**config.mk**
```make
export PLATFORM = sky130hd
export DESIGN_NAME = spi_cmd_slave
export DESIGN_NICKNAME = d
export VERILOG_FILES = /design/src/rtl/spi_cmd_pkg.sv /design/src/rtl/spi_cmd_ctrl.sv /design/src/rtl/spi_cmd_dp.sv /design/src/rtl/spi_cmd_slave.sv
export SDC_FILE = /design/constraint.sdc
export NUM_CORES = 1
export LEC_CHECK = 0
export BUFFER_PORTS_ARGS = -buffer_cell sky130_fd_sc_hd__buf_4
export CORE_ASPECT_RATIO = 0.5
export CORE_MARGIN = 2
export CORE_UTILIZATION = 53
export DETAILED_ROUTE_END_ITERATION = 12
export GPL_ROUTABILITY_DRIVEN = 0
export GPL_TIMING_DRIVEN = 0
export PLACE_DENSITY = 0.71
export SETUP_SLACK_MARGIN = 0.05
export SLEW_MARGIN = 10
export SYNTH_ARGS = -nofsm -noshare
export SYNTH_HDL_FRONTEND = slang
export SYNTH_HIERARCHICAL = 1
export SYNTH_SLANG_ARGS = --single-unit
```
**constraint.sdc**
```tcl
create_clock -name clk -period 3.2 [get_ports clk]
set_input_delay 0.32 -clock clk [delete_from_list [all_inputs] [get_ports clk]]
set_output_delay 0.32 -clock clk [all_outputs]
set_load 0.01 [all_outputs]
```
**src/rtl/spi_cmd_pkg.sv**
```systemverilog
package spi_cmd_pkg;

  localparam int BYTE_W = 8;
  localparam int ADDR_W = 5;
  localparam int REG_COUNT = 1 << ADDR_W;

  // operation field values (bits 7:5 of the command byte)
  localparam logic [2:0] OP_REG_RD  = 3'b000;
  localparam logic [2:0] OP_REG_WR  = 3'b010;
  localparam logic [2:0] OP_BIT_CLR = 3'b101;

  // whole-byte commands
  localparam logic [7:0] CMD_BUF_RD   = 8'h3A;
  localparam logic [7:0] CMD_BUF_WR   = 8'h7A;
  localparam logic [7:0] CMD_SOFT_RST = 8'hFF;

  typedef enum logic [2:0] {
    ST_CMD,
    ST_RD_DUMMY,
    ST_REG_RD,
    ST_REG_WR,
    ST_REG_CLR,
    ST_BUF_WR,
    ST_BUF_RD,
    ST_SKIP
  } ctrlStateT;

  // strobes from control to datapath, each valid for one clk cycle
  typedef struct packed {
    logic idle;       // chip select high: clear the transmit shifter
    logic shiftTx;    // SCK falling inside a byte: move next bit out
    logic loadReg;    // load addressed register into transmitter
    logic loadDummy;  // load the dummy byte
    logic loadBuf;    // load buffer byte at read pointer
    logic bufRdAdv;   // step read pointer and load the next buffer byte
    logic regWr;      // write received byte into addressed register
    logic regClr;     // clear mask bits in addressed register
    logic bufWr;      // write received byte at write pointer
    logic softRst;    // clear registers and pointers
  } spiStrobeT;

endpackage

```
**src/rtl/spi_cmd_ctrl.sv**
```systemverilog
module spi_cmd_ctrl
  import spi_cmd_pkg::*;
#(
  parameter int MAC_LO = 0,
  parameter int MAC_HI = 15
) (
  input  logic              clk,
  input  logic              rstN,
  input  logic              sckIn,
  input  logic              mosiIn,
  input  logic              csNIn,
  output spiStrobeT         stb,
  output logic [ADDR_W-1:0] regAddr,
  output logic [BYTE_W-1:0] rxByte
);

  localparam int CNT_W = $clog2(BYTE_W);

  logic [2:0] sckPipe;
  logic [1:0] mosiPipe;
  logic [1:0] csPipe;

  always_ff @(posedge clk or negedge rstN) begin
    if (!rstN) begin
      sckPipe  <= '0;
      mosiPipe <= '0;
      csPipe   <= '1;
    end else begin
      sckPipe  <= {sckPipe[1:0], sckIn};
      mosiPipe <= {mosiPipe[0], mosiIn};
      csPipe   <= {csPipe[0], csNIn};
    end
  end

  logic sckRise, sckFall, mosiS, csHigh;
  assign sckRise = sckPipe[1] & ~sckPipe[2];
  assign sckFall = ~sckPipe[1] & sckPipe[2];
  assign mosiS   = mosiPipe[1];
  assign csHigh  = csPipe[1];

  logic [CNT_W-1:0]  bitCnt;
  logic [BYTE_W-2:0] rxShift;
  logic              byteDone;

  assign byteDone = !csHigh && sckRise && (bitCnt == CNT_W'(BYTE_W - 1));
  assign rxByte   = {rxShift, mosiS};

  always_ff @(posedge clk or negedge rstN) begin
    if (!rstN) begin
      bitCnt  <= '0;
      rxShift <= '0;
    end else if (csHigh) begin
      bitCnt  <= '0;
    end else if (sckRise) begin
      bitCnt  <= bitCnt + 1'b1;
      rxShift <= {rxShift[BYTE_W-3:0], mosiS};
    end
  end

  function automatic logic inMacClass(input logic [ADDR_W-1:0] a);
    return (int'(a) >= MAC_LO) && (int'(a) <= MAC_HI);
  endfunction

  ctrlStateT         state, stateNxt;
  logic [ADDR_W-1:0] addrQ;
  logic              cmdMac;

  assign cmdMac  = inMacClass(rxByte[ADDR_W-1:0]);
  assign regAddr = (state == ST_CMD) ? rxByte[ADDR_W-1:0] : addrQ;

  always_comb begin
    stb         = '0;
    stateNxt    = state;
    stb.idle    = csHigh;
    stb.shiftTx = !csHigh && sckFall && (bitCnt != '0);
    if (csHigh) begin
      stateNxt = ST_CMD;
    end else if (byteDone) begin
      unique case (state)
        ST_CMD: begin
          if (rxByte == CMD_SOFT_RST) begin
            stb.softRst = 1'b1;
            stateNxt    = ST_SKIP;
          end else if (rxByte == CMD_BUF_RD) begin
            stb.loadBuf = 1'b1;
            stateNxt    = ST_BUF_RD;
          end else if (rxByte == CMD_BUF_WR) begin
            stateNxt    = ST_BUF_WR;
          end else begin
            unique case (rxByte[7:5])
              OP_REG_RD: begin
                if (cmdMac) begin
                  stb.loadDummy = 1'b1;
                  stateNxt      = ST_RD_DUMMY;
                end else begin
                  stb.loadReg   = 1'b1;
                  stateNxt      = ST_REG_RD;
                end
              end
              OP_REG_WR:  stateNxt = ST_REG_WR;
              OP_BIT_CLR: stateNxt = cmdMac ? ST_SKIP : ST_REG_CLR;
              default:    stateNxt = ST_SKIP;
            endcase
          end
        end
        ST_RD_DUMMY: begin
          stb.loadReg = 1'b1;
          stateNxt    = ST_REG_RD;
        end
        ST_REG_RD:  stateNxt = ST_SKIP;
        ST_REG_WR: begin
          stb.regWr = 1'b1;
          stateNxt  = ST_SKIP;
        end
        ST_REG_CLR: begin
          stb.regClr = 1'b1;
          stateNxt   = ST_SKIP;
        end
        ST_BUF_WR:  stb.bufWr    = 1'b1;
        ST_BUF_RD:  stb.bufRdAdv = 1'b1;
        default:    stateNxt = state;
      endcase
    end
  end

  always_ff @(posedge clk or negedge rstN) begin
    if (!rstN) begin
      state <= ST_CMD;
      addrQ <= '0;
    end else begin
      state <= stateNxt;
      if (state == ST_CMD && byteDone) addrQ <= rxByte[ADDR_W-1:0];
    end
  end

  // at most one transmit source per cycle
  AST_ONE_TX_SOURCE: assert property (@(posedge clk) disable iff (!rstN)
    $onehot0({stb.loadReg, stb.loadDummy, stb.loadBuf, stb.bufRdAdv}));

  // a partial byte never produces a write-type strobe once chip select is high
  AST_NO_WRITE_WHEN_DESELECTED: assert property (@(posedge clk) disable iff (!rstN)
    csHigh |-> !(stb.regWr || stb.regClr || stb.bufWr || stb.softRst));

endmodule

```
**src/rtl/spi_cmd_dp.sv**
```systemverilog
module spi_cmd_dp
  import spi_cmd_pkg::*;
#(
  parameter int BUF_DEPTH = 16,
  parameter int MAC_LO    = 0,
  parameter int MAC_HI    = 15
) (
  input  logic              clk,
  input  logic              rstN,
  input  spiStrobeT         stb,
  input  logic [ADDR_W-1:0] regAddr,
  input  logic [BYTE_W-1:0] rxByte,
  output logic              misoOut
);

  localparam int PTR_W = (BUF_DEPTH > 1) ? $clog2(BUF_DEPTH) : 1;

  logic [BYTE_W-1:0] regFile [REG_COUNT];
  logic [BYTE_W-1:0] bufMem  [BUF_DEPTH];
  logic [PTR_W-1:0]  wrPtr, rdPtr, rdPtrNxt;
  logic [BYTE_W-1:0] txShift;

  function automatic logic [PTR_W-1:0] stepPtr(input logic [PTR_W-1:0] p);
    return (p == PTR_W'(BUF_DEPTH - 1)) ? '0 : p + 1'b1;
  endfunction

  assign rdPtrNxt = stepPtr(rdPtr);

  always_ff @(posedge clk or negedge rstN) begin
    if (!rstN) begin
      for (int i = 0; i < REG_COUNT; i++) regFile[i] <= '0;
    end else if (stb.softRst) begin
      for (int i = 0; i < REG_COUNT; i++) regFile[i] <= '0;
    end else if (stb.regWr) begin
      regFile[regAddr] <= rxByte;
    end else if (stb.regClr) begin
      regFile[regAddr] <= regFile[regAddr] & ~rxByte;
    end
  end

  always_ff @(posedge clk) begin
    if (stb.bufWr) bufMem[wrPtr] <= rxByte;
  end

  always_ff @(posedge clk or negedge rstN) begin
    if (!rstN) begin
      wrPtr <= '0;
      rdPtr <= '0;
    end else if (stb.softRst) begin
      wrPtr <= '0;
      rdPtr <= '0;
    end else begin
      if (stb.bufWr)    wrPtr <= stepPtr(wrPtr);
      if (stb.bufRdAdv) rdPtr <= rdPtrNxt;
    end
  end

  always_ff @(posedge clk or negedge rstN) begin
    if (!rstN)              txShift <= '0;
    else if (stb.idle)      txShift <= '0;
    else if (stb.loadReg)   txShift <= regFile[regAddr];
    else if (stb.loadDummy) txShift <= '0;
    else if (stb.loadBuf)   txShift <= bufMem[rdPtr];
    else if (stb.bufRdAdv)  txShift <= bufMem[rdPtrNxt];
    else if (stb.shiftTx)   txShift <= {txShift[BYTE_W-2:0], 1'b0};
  end

  assign misoOut = txShift[BYTE_W-1];

  AST_MISO_LOW_DESELECTED: assert property (@(posedge clk) disable iff (!rstN)
    stb.idle |=> !misoOut);

  AST_NO_SLOW_CLASS_CLEAR: assert property (@(posedge clk) disable iff (!rstN)
    stb.regClr |-> !((int'(regAddr) >= MAC_LO) && (int'(regAddr) <= MAC_HI)));

  AST_RDPTR_ONLY_ON_STROBE: assert property (@(posedge clk) disable iff (!rstN)
    (rdPtr != $past(rdPtr)) |-> $past(stb.bufRdAdv || stb.softRst));

  AST_WRPTR_ONLY_ON_STROBE: assert property (@(posedge clk) disable iff (!rstN)
    (wrPtr != $past(wrPtr)) |-> $past(stb.bufWr || stb.softRst));

  AST_PTRS_IN_RANGE: assert property (@(posedge clk) disable iff (!rstN)
    (int'(rdPtr) < BUF_DEPTH) && (int'(wrPtr) < BUF_DEPTH));

  AST_SOFTRST_PTRS: assert property (@(posedge clk) disable iff (!rstN)
    stb.softRst |=> (rdPtr == '0) && (wrPtr == '0));

endmodule

```
**src/rtl/spi_cmd_slave.sv**
```systemverilog
module spi_cmd_slave
  import spi_cmd_pkg::*;
#(
  parameter int BUF_DEPTH = 16,
  parameter int MAC_LO    = 0,
  parameter int MAC_HI    = 15
) (
  input  logic clk,
  input  logic rstN,
  input  logic spiSck,
  input  logic spiMosi,
  input  logic spiCsN,
  output logic spiMiso
);

  spiStrobeT         stb;
  logic [ADDR_W-1:0] regAddr;
  logic [BYTE_W-1:0] rxByte;

  spi_cmd_ctrl #(
    .MAC_LO(MAC_LO),
    .MAC_HI(MAC_HI)
  ) u_ctrl (
    .clk    (clk),
    .rstN   (rstN),
    .sckIn  (spiSck),
    .mosiIn (spiMosi),
    .csNIn  (spiCsN),
    .stb    (stb),
    .regAddr(regAddr),
    .rxByte (rxByte)
  );

  spi_cmd_dp #(
    .BUF_DEPTH(BUF_DEPTH),
    .MAC_LO   (MAC_LO),
    .MAC_HI   (MAC_HI)
  ) u_dp (
    .clk    (clk),
    .rstN   (rstN),
    .stb    (stb),
    .regAddr(regAddr),
    .rxByte (rxByte),
    .misoOut(spiMiso)
  );

endmodule

```
==> results.json <==
{
  "final_area_mm2": 0.0249,
  "dp_slack_ps": -1330,
  "critPathTopFamily": "multiplexers",
  "path_clk_slew_ps": 70,
  "grt_pass1_vias": 14913,
  "cts_root_buffer": "clkbuf_16",
  "critPathSlowestCell": "mux2i_1",
  "power_frac_seq": 0.471,
  "skew_ps": 23.7,
  "tritoncts": "done",
  "cpMostUsedCell": "buf_6",
  "netlist_instances": 1695,
  "yosysSeqAreaShare": 0.567,
  "die_w_um": 278,
  "failed_checks": "setup timing",
  "p_clk_frac": 0.376,
  "final_common_cell": "nand2_1",
  "swShare": 0.281,
  "arrival_ps": 3900,
  "outcome": "finished with violations",
  "min_period_over_period": 1.09,
  "synth_cell_types": 67,
  "core_mm2": 0.0372,
  "vias_per_cell": 6.78,
  "clkLatencyLatePin_ps": 560,
  "setup_tns_ps": -35650,
  "areaGrowthSynthToFinish_pct": 25.1,
  "finalCriticalPeriod_ps": 3480,
  "critPathKind": "reg2reg",
  "finalSetupViolations": 242,
  "first_pass_iters": 9,
  "regToRegStartpoint": "u_ctrl/state[1]",
  "required_ps": 3620,
  "grt_max_degree": 87,
  "rsz0062_at_grt": "yes",
  "io_pins": 6,
  "vdd_drop_max_mv": 0.341,
  "wl_um": 66700,
  "slew_viol_final": 0,
  "die_y_um": 141,
  "dieArea_mm2": 0.0392,
  "placed_area_mm2": 0.0207,
  "synth.avg_cell_area_um2": 11.7,
  "critical_path_peak_fanout": 10,
  "p_int_mw": 9.27,
  "drv_cap": 0,
  "cts_sinks": 425,
  "clk_path_buf_depth": 3,
  "dpl.hpwl_um": 39900,
  "grt_pass1_wl_um": 94200,
  "timing.rr.end": "u_dp/regFile[123]",
  "tightest_slew_ps": 1020,
  "endpoint_kind": "register",
  "path_cells": "nor3_4 -> buf_12 -> mux2_4 -> buf_16 -> buf_6 -> mux2i_1 -> o22ai_1 -> nor4_2 -> nand2_1 -> a22oi_2 -> buf_6 -> buf_6 -> o21ai_1",
  "r2r_setup_slack_ps": -280,
  "grt_usage": 0.323,
  "hold_viol": 0,
  "ys_warn_count": 6,
  "slowest_delay_ps": 520,
  "start_util": 0.535,
  "power.density_mw_per_mm2": 518,
  "io_buffers": 5,
  "num_rows": 50,
  "num_antenna_cells": 0,
  "setup_ws_ps": -283,
  "p_switching_mw": 3.62,
  "reg2reg_depth": 13,
  "slew_headroom": 0.320,
  "fmax_mhz": 287,
  "synth_edf_count": 128,
  "h-tree-depth": 2,
  "holdWs_ps": 297,
  "vias": 15966,
  "critPathBufInv": 5,
  "cts_inserted_buffers": 39,
  "leakage_nw": 9.65,
  "async_reset_ff_frac": 0.699,
  "nets": 1844,
  "overflow": 0,
  "route.detailed.drc": 0,
  "worstSetupStartpointType": "register",
  "route.detailed.wl_per_inst_um": 28.3,
  "combPwrFrac": 0.154,
  "ant_nets": 0,
  "synth_ff_type": "dfrtp_1",
  "synthesis.nets": 1708,
  "holdCritPathClass": "in2async",
  "drtIter0Drc": 2550,
  "layout_common_cells": "nand2_1, dfrtp_1, o21ai_1",
  "antenna_found_initial": 1,
  "synth_seq_cells": 425,
  "netlist_area_mm2": 0.0199,
  "drive_gt1_frac": 0.302
}
Yosys cell counts, types with 6 or more instances:
| cell | number | share of area |
|---|---|---|
| mux2i_1 | 165 | 0.083 |
| o21ai_1 | 232 | 0.058 |
| o21ai_0 | 8 | 0.0020 |
| nand4bb_1 | 6 | 0.0034 |
| nand4b_1 | 7 | 0.0031 |
| buf_2 | 58 | 0.015 |
| nand2b_1 | 13 | 0.0041 |
| o21ai_2 | 30 | 0.013 |
| clkbuf_1 | 25 | 0.0047 |
| buf_6 | 8 | 0.0045 |
| a22oi_2 | 6 | 0.0038 |
| nor3_1 | 8 | 0.0020 |
| nor2_1 | 53 | 0.010 |
| o22ai_1 | 67 | 0.021 |
| mux2_2 | 14 | 0.0079 |
| a22oi_1 | 7 | 0.0026 |
| mux4_2 | 56 | 0.063 |
| dfrtp_1 | 295 | 0.37 |
| nor4_1 | 18 | 0.0057 |
| buf_1 | 11 | 0.0021 |
| a21oi_1 | 40 | 0.010 |
| nand2_1 | 323 | 0.061 |
| o211ai_1 | 7 | 0.0026 |
| ha_1 | 8 | 0.0050 |
| inv_1 | 6 | 0.0011 |
| edfxtp_1 | 128 | 0.19 |
power groups by stage:
stage	registers [mW]	clock network [mW]	logic, mW
floorplan	6.06	0	0.781
global placement	6.21	0	1.19
detailed placement	6.21	0	1.21
CTS	6.07	4.86	1.64
global route	6.09	5.09	2.03
finish	6.06	4.84	1.98
cell families after synthesis:
kind of cell,synth area share
AND/OR/NAND/NOR,0.109
multiplexers,0.159
buffers and inverters,0.0289
flip-flops,0.567
AO/OA/AOI/OAI,0.129
adder cells (fa/ha/maj),0.00503
XOR/XNOR,0.00220
per-stage QoR:
stage	std cells	utilization	total power, mW
3_3_place_gp	2194	0.553	7.40
5_1_grt	2356	0.670	13.2
4_1_cts	2328	0.642	12.6
6_report	2356	0.670	12.9
2_1_floorplan	1695	-	6.84
3_5_place_dp	2199	0.556	7.43
how the worst max path moves through the flow:
stage                    start  depth (start not counted)                end
2_1_floorplan  u_ctrl/state[1]                         14  u_dp/regFile[159]
3_3_place_gp   u_ctrl/state[1]                         12   u_dp/regFile[72]
3_5_place_dp   u_ctrl/state[1]                         12   u_dp/regFile[32]
4_1_cts        u_ctrl/state[2]                         15  u_dp/regFile[231]
5_1_grt        u_ctrl/state[1]                         13   u_dp/regFile[86]
6_report       u_ctrl/state[1]                         13  u_dp/regFile[123]
registers in the layout, indices dropped and copies added (netlist names):
register / flops
u_dp/wrPtr: 4
u_dp/rdPtr: 4
u_dp/regFile: 256
u_ctrl/bitCnt: 3
u_ctrl/rxShift: 7
u_ctrl/state: 3
u_ctrl/addrQ: 5
u_dp/txShift: 8
u_ctrl/sckPipe: 3
u_dp/bufMem: 128
u_ctrl/csPipe: 2
u_ctrl/mosiPipe: 2
layer usage:
layer | routed length [um] | GRT usage
met1 | 25100 | 0.446
met2 | 28700 | 0.490
met3 | 8170 | 0.0794
met4 | 4600 | 0.141
met5 | 98 | 0
layout make-up:
type / instances / area [um2]
clock buffer: 49 / 1080
clock inverter: 23 / 218
sequential: 425 / 11300
tap: 494 / 618
multi-input combinational: 1157 / 9280
timing repair buffer: 102 / 1330
fill: 2546 / 12300
inverter: 6 / 22.5
buffer: 100 / 1040
what timing repair did:
action                     4_1_cts  5_1_grt
resized for setup              285      136
gates cloned                     6       11
buffers inserted                53       19
hold endpoints to repair        61        0
pin swaps                       32       65
hold buffers                     4        0
setup endpoints to repair      344      384
Power figures use the tool's default switching activity.
